$ cat src/rtl/tx_stats_pkg.sv
package tx_stats_pkg;
  localparam int NUM_CNT = 9;
  localparam int ADDR_W  = 8;
  localparam int DATA_W  = 32;

  // counter index equals read word address
  typedef enum int unsigned {
    CNT_OK   = 0,
    CNT_SGL  = 1,
    CNT_MUL  = 2,
    CNT_DEF  = 3,
    CNT_LATE = 4,
    CNT_EXC  = 5,
    CNT_CSE  = 6,
    CNT_UND  = 7,
    CNT_SQE  = 8
  } cnt_idx_e;
endpackage

$ cat src/rtl/tx_stats_classify.sv
module tx_stats_classify
  import tx_stats_pkg::*;
#(
  parameter int COL_LIMIT = 16,
  parameter int CW        = 5
) (
  input  logic               valid,
  input  logic [CW-1:0]      col_cnt,
  input  logic               deferred,
  input  logic               late_col,
  input  logic               crs_lost,
  input  logic               underrun,
  input  logic               sqe_fail,
  input  logic               half_duplex,
  output logic [NUM_CNT-1:0] inc
);
  logic sent;
  logic zero_col;

  always_comb begin
    sent     = (col_cnt < CW'(COL_LIMIT));
    zero_col = (col_cnt == '0);
    inc      = '0;
    if (valid) begin
      if (underrun) begin
        inc[CNT_UND] = 1'b1;
      end else begin
        inc[CNT_OK]   = sent;
        inc[CNT_SGL]  = (col_cnt == CW'(1));
        inc[CNT_MUL]  = sent && (col_cnt >= CW'(2));
        inc[CNT_EXC]  = !sent;
        inc[CNT_LATE] = late_col;
        inc[CNT_DEF]  = deferred && zero_col;
        inc[CNT_CSE]  = crs_lost && half_duplex && sent;
        inc[CNT_SQE]  = sqe_fail;
      end
    end
  end
endmodule

$ cat src/rtl/tx_stats_counter.sv
module tx_stats_counter #(
  parameter int W = 8
) (
  input  logic         clk,
  input  logic         rst_n,
  input  logic         inc,
  input  logic         clr,
  output logic [W-1:0] value
);
  logic [W-1:0] value_nxt;
  logic         at_max;
  logic         upd_en;

  always_comb begin
    at_max    = &value;
    upd_en    = inc || clr;
    value_nxt = value;
    if (clr) begin
      value_nxt = inc ? W'(1) : '0;
    end else if (inc && !at_max) begin
      value_nxt = value + W'(1);
    end
  end

  always_ff @(posedge clk or negedge rst_n) begin
    if (!rst_n) begin
      value <= '0;
    end else if (upd_en) begin
      value <= value_nxt;
    end
  end
endmodule

$ cat src/rtl/tx_stats_rdport.sv
module tx_stats_rdport
  import tx_stats_pkg::*;
(
  input  logic                            clk,
  input  logic                            rst_n,
  input  logic                            rd_en,
  input  logic [ADDR_W-1:0]               rd_addr,
  input  logic [NUM_CNT-1:0][DATA_W-1:0]  vals,
  output logic [NUM_CNT-1:0]              clr,
  output logic [DATA_W-1:0]               rd_data
);
  localparam int IDX_W = $clog2(NUM_CNT);

  logic              hit;
  logic [IDX_W-1:0]  idx;
  logic [DATA_W-1:0] data_nxt;

  always_comb begin
    hit      = rd_en && (rd_addr < ADDR_W'(NUM_CNT));
    idx      = rd_addr[IDX_W-1:0];
    data_nxt = '0;
    for (int k = 0; k < NUM_CNT; k++) begin
      clr[k] = hit && (idx == IDX_W'(k));
      if (clr[k]) data_nxt = vals[k];
    end
  end

  always_ff @(posedge clk or negedge rst_n) begin
    if (!rst_n) begin
      rd_data <= '0;
    end else begin
      rd_data <= data_nxt;
    end
  end
endmodule

$ cat src/rtl/tx_stats.sv
module tx_stats
  import tx_stats_pkg::*;
#(
  parameter int W_OK      = 24,
  parameter int W_MID     = 16,
  parameter int W_SHORT   = 8,
  parameter int COL_LIMIT = 16,
  localparam int CW       = $clog2(COL_LIMIT + 1)
) (
  input  logic              clk,
  input  logic              rst_n,
  input  logic              tx_done,
  input  logic [CW-1:0]     tx_col_cnt,
  input  logic              tx_deferred,
  input  logic              tx_late_col,
  input  logic              tx_crs_lost,
  input  logic              tx_underrun,
  input  logic              tx_sqe_fail,
  input  logic              half_duplex,
  input  logic              rd_en,
  input  logic [ADDR_W-1:0] rd_addr,
  output logic [DATA_W-1:0] rd_data
);
  logic [NUM_CNT-1:0]             inc;
  logic [NUM_CNT-1:0]             clr;
  logic [NUM_CNT-1:0][DATA_W-1:0] cnt_vals;

  tx_stats_classify #(
    .COL_LIMIT (COL_LIMIT),
    .CW        (CW)
  ) u_classify (
    .valid       (tx_done),
    .col_cnt     (tx_col_cnt),
    .deferred    (tx_deferred),
    .late_col    (tx_late_col),
    .crs_lost    (tx_crs_lost),
    .underrun    (tx_underrun),
    .sqe_fail    (tx_sqe_fail),
    .half_duplex (half_duplex),
    .inc         (inc)
  );

  for (genvar i = 0; i < NUM_CNT; i++) begin : g_cnt
    localparam int W = (i == int'(CNT_OK)) ? W_OK :
                       ((i == int'(CNT_SGL)) || (i == int'(CNT_MUL)) ||
                        (i == int'(CNT_DEF))) ? W_MID : W_SHORT;
    logic [W-1:0] val;

    tx_stats_counter #(.W(W)) u_cnt (
      .clk   (clk),
      .rst_n (rst_n),
      .inc   (inc[i]),
      .clr   (clr[i]),
      .value (val)
    );

    assign cnt_vals[i] = DATA_W'(val);
  end

  tx_stats_rdport u_rdport (
    .clk     (clk),
    .rst_n   (rst_n),
    .rd_en   (rd_en),
    .rd_addr (rd_addr),
    .vals    (cnt_vals),
    .clr     (clr),
    .rd_data (rd_data)
  );
endmodule

$ cat config.mk
export PLATFORM = sky130hd
export DESIGN_NAME = tx_stats
export DESIGN_NICKNAME = d
export VERILOG_FILES = /design/src/rtl/tx_stats_pkg.sv /design/src/rtl/tx_stats_classify.sv /design/src/rtl/tx_stats_counter.sv /design/src/rtl/tx_stats_rdport.sv /design/src/rtl/tx_stats.sv
export SDC_FILE = /design/constraint.sdc
export NUM_CORES = 1
export LEC_CHECK = 0
export BUFFER_PORTS_ARGS = -buffer_cell sky130_fd_sc_hd__buf_2
export CORE_ASPECT_RATIO = 1.1
export CORE_UTILIZATION = 55
export DETAILED_ROUTE_END_ITERATION = 10
export GPL_TIMING_DRIVEN = 0
export PLACE_DENSITY = 0.7
export SETUP_SLACK_MARGIN = 0.5
export SYNTH_ARGS = -nofsm -noshare
export SYNTH_HDL_FRONTEND = slang
export SYNTH_HIERARCHICAL = 1
export SYNTH_SLANG_ARGS = --single-unit
$ cat constraint.sdc
create_clock -name clk -period 3 [get_ports clk]
set_input_delay 0.15 -clock clk [delete_from_list [all_inputs] [get_ports clk]]
set_output_delay 0.15 -clock clk [all_outputs]
set_load 0.1 [all_outputs]
Word-level counts from Yosys, hierarchy flattened

Index checks and enable logic that the tools add are counted.

Register bits after elaboration: 144
Bits of input ports: 23
Output and inout bits: 32
Word-level logic and storage cells: 142

Add/sub/neg operators: 9
$lt $le $gt $ge: 3
Equality and inequality tests: 9
Muxes and demuxes: 40
Reduce and logical (&&, ||, !) cells: 71

Operators with widths:

| kind                                                                          | count |
|---|---|
| 32-bit two-way mux                                                            | 8 |
| 16-bit two-way mux                                                            | 6 |
| 8-bit two-way mux                                                             | 10 |
| 24-bit two-way mux                                                            | 3 |
| 16-bit by 1-bit adder with 16-bit output (second input constant)              | 3 |
| 16-bit AND reduction                                                          | 3 |
| 8-bit by 1-bit adder with 8-bit output (second input constant)                | 5 |
| 8-bit AND reduction                                                           | 5 |
| 24-bit by 1-bit adder with 24-bit output (second input constant)              | 1 |
| 24-bit AND reduction                                                          | 1 |
| 1-bit logical AND                                                             | 23 |
| 2-bit AND reduction                                                           | 9 |
| 2-bit nonzero test                                                            | 9 |
| 4-bit by 3-bit equality test with 1-bit output (second input constant)        | 4 |
| 1-bit two-way mux                                                             | 11 |
| 1-bit zero test                                                               | 10 |
| 1-bit logical OR                                                              | 9 |
| 9-bit two-way mux                                                             | 1 |
| 4-bit by 2-bit equality test with 1-bit output (second input constant)        | 2 |
| 8-bit by 4-bit less-than comparator with 1-bit output (second input constant) | 1 |
| 7-bit two-way mux                                                             | 1 |
| 5-bit by 1-bit equality test with 1-bit output (second input constant)        | 1 |
| 5-bit by 2-bit >= comparator with 1-bit output (second input constant)        | 1 |
| 5-bit zero test                                                               | 1 |
| 4 further kinds                                                               | 4 |

Logic depth before layout (Yosys ltp)

Word-level depth: 12
Mapped depth: 9
Mapped depth without buffers: 7

Cells and area by module

Netlist, hierarchy kept.

By module, submodules not included:

| module                                | times used | cells an instance | area each (um^2) | seq. area each (um^2) |
|---|---|---|---|---|
| tx_stats_rdport                       | 1          | 494               | 3793.6           | 800.8 |
| tx_stats_counter (g_cnt[1].u_cnt ...) | 3          | 95                | 919.6            | 400.4 |
| tx_stats_counter (g_cnt[4].u_cnt ...) | 5          | 44                | 459.2            | 200.2 |
| tx_stats_counter (g_cnt[0].u_cnt)     | 1          | 145               | 1358.8           | 600.6 |
| tx_stats_classify                     | 1          | 11                | 87.6             | 0.0 |
| tx_stats                              | 1          | 1                 | 3.8              | 0.0 |

Worst setup path after synthesis

OpenSTA, ideal clock, no wires.

Path type: input -> register
Start: input port rd_addr[4]
End: register g_cnt[1].u_cnt.value[10]
Setup time: 0.132 ns
Data arrival time: 1.996 ns
Required time: 2.868 ns
Setup slack: 0.872 ns
Cell stages on the path: 8
Buffers on the path: 3
Cell sequence: or4b_4 > nor2_1 > buf_1 > nand2_1 > nor2_1 > buf_1 > clkbuf_1 > nor2_1

Longest elaborated chain between the ends: 5
Elaborated cells between the ends (all ways): 7
Classes of those cells: order compare: 1; mux: 1; reduce/logical: 5

Ends and longest elaborated chain:

| item                                                             | line                   | source |
|---|---|---|
| start: declaration                                               | tx_stats.sv:21         | `input logic [ADDR_W-1:0] rd_addr,` |
| 8-bit by 4-bit less-than comparator with 1-bit output *          | tx_stats_rdport.sv:19  | `hit = rd_en && (rd_addr < ADDR_W'(NUM_CNT));` |
| 1-bit logical AND *                                              | tx_stats_rdport.sv:19  |  |
| 1-bit logical AND *                                              | tx_stats_rdport.sv:23  | `clr[k] = hit && (idx == IDX_W'(k));` |
| via clr[1]                                                       | tx_stats.sv:25         | `logic [NUM_CNT-1:0] clr;` |
| 2-bit nonzero test (no line) or 1-bit logical OR (tied branches) | -                      |  |
| 2-bit AND reduction (no line)                                    | -                      |  |
| end signal: assignment                                           | tx_stats_counter.sv:29 | `value <= value_nxt;` |
| end: declaration                                                 | tx_stats_counter.sv:8  | `output logic [W-1:0] value` |

The timed path passes the listed nets; every way through them passes the cells marked *.
A chain may end at the register's enable or synchronous reset.

Final worst setup path

Start: input port tx_col_cnt[4]
End: register g_cnt[3].u_cnt.value[13]

Longest elaborated chain between the ends: 7
Elaborated cells between the ends (all ways): 8
Classes of those cells: mux: 2; reduce/logical: 6

Ends and longest elaborated chain:

| item                            | line                    | source |
|---|---|---|
| start: declaration              | tx_stats.sv:13          | `input logic [CW-1:0] tx_col_cnt,` |
| 5-bit zero test *               | tx_stats_classify.sv:22 | `zero_col = (col_cnt == '0);` |
| 1-bit logical AND *             | tx_stats_classify.sv:33 | `inc[CNT_DEF] = deferred && zero_col;` |
| 7-bit two-way mux *             | tx_stats_classify.sv:25 | `if (underrun) begin` |
| 9-bit two-way mux *             | tx_stats_classify.sv:24 | `if (valid) begin` |
| via inc[3]                      | tx_stats.sv:24          | `logic [NUM_CNT-1:0] inc;` |
| 1-bit logical AND               | tx_stats_counter.sv:20  | `end else if (inc && !at_max) begin` |
| 2-bit nonzero test (no line)    | -                       |  |
| 2-bit AND reduction (no line) * | -                       |  |
| end signal: assignment          | tx_stats_counter.sv:29  |  |
| end: declaration                | tx_stats_counter.sv:8   |  |

Marks and branches as above.

==> flow_metrics.env <==
export IMPL_status="completed"
export IMPL_critPathArrivalTime_ns=2.68
export IMPL_worstPathCellList="buf_2, nor3b_2, and4bb_1, and4_4, nand4_1, or4_1, a21oi_1"
export IMPL_globalplace_congestion=0.939
export IMPL_area_delta_synth_final_pct=18.4
export IMPL_vias=9905
export IMPL_synth_area_mux_share_pct=7.96
export IMPL_switchingPower_mw=1.69
export IMPL_n_antenna_cell=0
export IMPL_initial_core_util_pct=56.1
export IMPL_finalCritPeriodShare_pct=78.0
export IMPL_slew_headroom_pct=41.4
export IMPL_fin_crit_ns=2.34
export IMPL_ir_drop_mv=0.396
export IMPL_avgSynthCellArea_um2=8.91
export IMPL_seq_area_frac_synth_pct=35.0
export IMPL_dp_cells=1631
export IMPL_synth_compound_area_share_pct=23.1
export IMPL_hold_end="u_rdport/rd_data[8]"
export IMPL_drtPass1Iterations=5
export IMPL_yosysTopAreaCellShare_pct=35.0
export IMPL_numCtsBuffers=17
export IMPL_drc=0
export IMPL_h_tree_depth=4
export IMPL_clk_latency_ns=0.43
export IMPL_grt_max_degree=74
export IMPL_final_nets=1440
export IMPL_end_kind="flop"
export IMPL_die_w_um=132
export IMPL_setup_viol=0
export IMPL_max_clock_path_buffers=2
export IMPL_worst_slew_pin_slew_ns=0.876
export IMPL_cellPowerDensity_nw_per_um2=445
export IMPL_busiest_layer="met2"
export IMPL_cts_root_buf="clkbuf_16"
export IMPL_synth_simple_area_share_pct=26.1
export IMPL_min_path_type="in2reg"
export IMPL_synth_top_cells_by_area="dfrtp_1 (35%), mux2_2 (4.8%), nor2_1 (4.2%), a21oi_1 (3.6%), nand2_1 (3.2%)"
export IMPL_pwr_share_comb_pct=15.9
export IMPL_postCtsSetupBuffers=0
export IMPL_antenna_left=0
export IMPL_r2r_worst_path_cells=7
export IMPL_slowest_stage="nor3b_2"
export IMPL_cts_sinks=144
export IMPL_grt_total_usage_pct=31.8
export IMPL_cpPeakStageDelay_ns=0.73
export IMPL_syn_inst=1156
export IMPL_drv_slew=0
export IMPL_overflow=0
export IMPL_grt_pass1_wl_mm=48.3
export IMPL_synth_fa_ha_area_share_pct=1.09
export IMPL_rsz0062_at_grt="no"
export IMPL_tritoncts="yes"
export IMPL_fin_hold_ws_ns=0.170
export IMPL_synth_top_family_by_area="simple AND/OR/NAND/NOR gates"
export IMPL_rrSetupSlack_ns=0.78
export IMPL_syn_area_um2=10300
export IMPL_worstPathRequired_ns=3.34
export IMPL_die_h_um=146
export IMPL_synth_edf_count=0
export IMPL_ys_ff_latch=144
export IMPL_p_seq_share_pct=44.1
export IMPL_met2_usage_pct=51.3
export IMPL_io_buffers=52
export IMPL_path_clk_slew_ns=0.06
export IMPL_drive_above_1_share_pct=17.6
export IMPL_r2r_start="g_cnt[0].u_cnt/value[0]"
export IMPL_cp_max_fo=9
export IMPL_hold_start="rd_addr[0]"
export IMPL_yosysWarnings=6
export IMPL_switching_share_pct=31.1
export IMPL_p_clk_share_pct=39.9
export IMPL_async_flop_share_pct=100
export IMPL_critical_path_class="in2reg"
export IMPL_drt_initial_drc_count=782
export IMPL_wire_per_inst_um=17.8
export IMPL_antenna_found_initial=0
export IMPL_worst_setup_path_start_kind="input pin"
export IMPL_synthDistinctLibCells=76
export IMPL_holdPathStages=3
export IMPL_coreArea_um2=18300
export IMPL_met1_usage_pct=43.8
export IMPL_rr_endpoint="g_cnt[0].u_cnt/value[18]"
export IMPL_finalClockSkew_ns=0.0129
export IMPL_dp_hpwl_mm=21.8
export IMPL_synth_top_flop_cell="dfrtp_1"
export IMPL_final_cells=1664
export IMPL_synth_largest_area_cell="dfrtp_1"
export IMPL_hold_violations=0
export IMPL_max_cap_violations=0
export IMPL_grt_met3_usage_pct=4.14
export IMPL_synth_xor_area_share_pct=1.62
export IMPL_timing_fmax_mhz=427
export IMPL_internal_power_mw=3.74
export IMPL_die_area_um2=19300
export IMPL_totalWireLength_mm=29.7
export IMPL_vias_per_cell=5.95
export IMPL_leakagePower_nw=5.26
export IMPL_pin_count=55
export IMPL_num_rows=52
export IMPL_grt_pass1_vias=9210
-- sequential cells by signal (all words and copies together) (netlist names) --
signal,cells
g_cnt.u_cnt/value,112
u_rdport/rd_data,32
-- kinds of logic (layout without fill, tap and decap cells) --
kind of cell,after synthesis,after routing
adder cells (fa/ha/maj),9,9
XOR/XNOR,19,19
flip-flops,144,144
multiplexers,76,76
AO/OA/AOI/OAI,340,340
buffers and inverters,101,187
other,1,180
AND/OR/NAND/NOR,466,466
-- cells in the mapped netlist, types with 18 or more instances --
cell and number:
a21oi_1 74, a22oi_1 26, a31oi_1 18, clkbuf_1 32, dfrtp_1 144, inv_1 26
mux2_2 44, mux2i_1 29, nand2_1 87, nand2b_1 25, nand3_1 37, nand4_1 25
nor2_1 116, nor3_1 29, o21ai_0 63, o22ai_1 21, o31ai_1 18, xnor2_1 19
-- power by group through the flow --
stage	Combinational, mW	Clock [mW]	Sequential, mW
finish	0.865	2.17	2.39
global route	0.978	2.29	2.43
CTS	0.853	2.20	2.39
detailed placement	0.843	0	2.42
global placement	0.814	0	2.41
floorplan	0.611	0	2.36
-- metal layers --
layer,vias to the layer above,share of wire (%)
li1,4761,-
met1,4711,45
met2,381,46
met3,52,6.5
met4,0,2.7
met5,-,0
-- repair_timing --
item | CTS | global route
setup endpoints to repair | 34 | 49
gates cloned | 0 | 0
gates resized for setup | 3 | 8
hold endpoints to repair | 71 | 0
hold buffers | 1 | 0
-- cell type report --
class,count,area [um^2]
buffer,75,427
clock buffer,19,443
clock inverter,13,154
fill,1587,6150
inverter,26,97.6
multi-input combinational,1090,6860
sequential,144,3600
tap,243,304
timing repair buffer,54,304
-- cell usage in the layout (no fill, tap or decap), types with 8 or more instances in the layout --
cell type	count
conb_1	180
dfrtp_1	144
nor2_1	115
nand2_1	87
a21oi_1	74
o21ai_0	63
buf_2	63
mux2_2	44
nand3_1	37
clkbuf_1	30
mux2i_1	29
nor3_1	28
inv_1	26
a22oi_1	26
nand4_1	25
nand2b_1	25
o22ai_1	21
xnor2_1	19
a31oi_1	18
o31ai_1	18
clkbuf_16	17
or3_1	16
and4_1	15
or4_1	15
o211ai_1	14
and4_4	14
a211oi_1	13
and3_1	12
buf_6	12
a311o_1	11
clkbuf_2	10
ha_1	9
o311ai_0	9
a311o_2	9
o21bai_1	8
o221ai_1	8
-- metrics by stage --
step	total power [mW]	setup slack, ns	utilization, %	TNS, ns	instance area [um^2]
after floorplan	2.97	0.872	-	0	11000
after global placement	3.23	-0.308	62.9	-43.82	11500
after detailed placement	3.26	-0.113	63.1	-1.77	11600
after CTS	5.44	0.592	66.4	0	12200
after global routing	5.70	0.558	66.5	0	12200
final	5.42	0.661	66.5	0	12200
-- critical path: cells and delay by family --
family / cells / cell delay [ns]
AND/OR/NAND/NOR: 5 / 2.25
AO/OA/AOI/OAI: 1 / 0.16
buffers and inverters: 1 / 0.12
-- worst max-delay path by stage --
stage / startpoint / to / slack [ns] / cells after the start
after floorplan: rd_addr[4] / g_cnt[1].u_cnt/value[10] / 0.87 / 8
after global placement: rst_n / g_cnt[8].u_cnt/value[0] / -0.31 / 1
after detailed placement: rd_addr[4] / g_cnt[3].u_cnt/value[13] / -0.11 / 9
after CTS: rd_addr[4] / g_cnt[0].u_cnt/value[10] / 0.59 / 9
after global routing: tx_col_cnt[4] / g_cnt[3].u_cnt/value[13] / 0.56 / 7
final: tx_col_cnt[4] / g_cnt[3].u_cnt/value[13] / 0.66 / 7
Power figures use the tool's default switching activity.
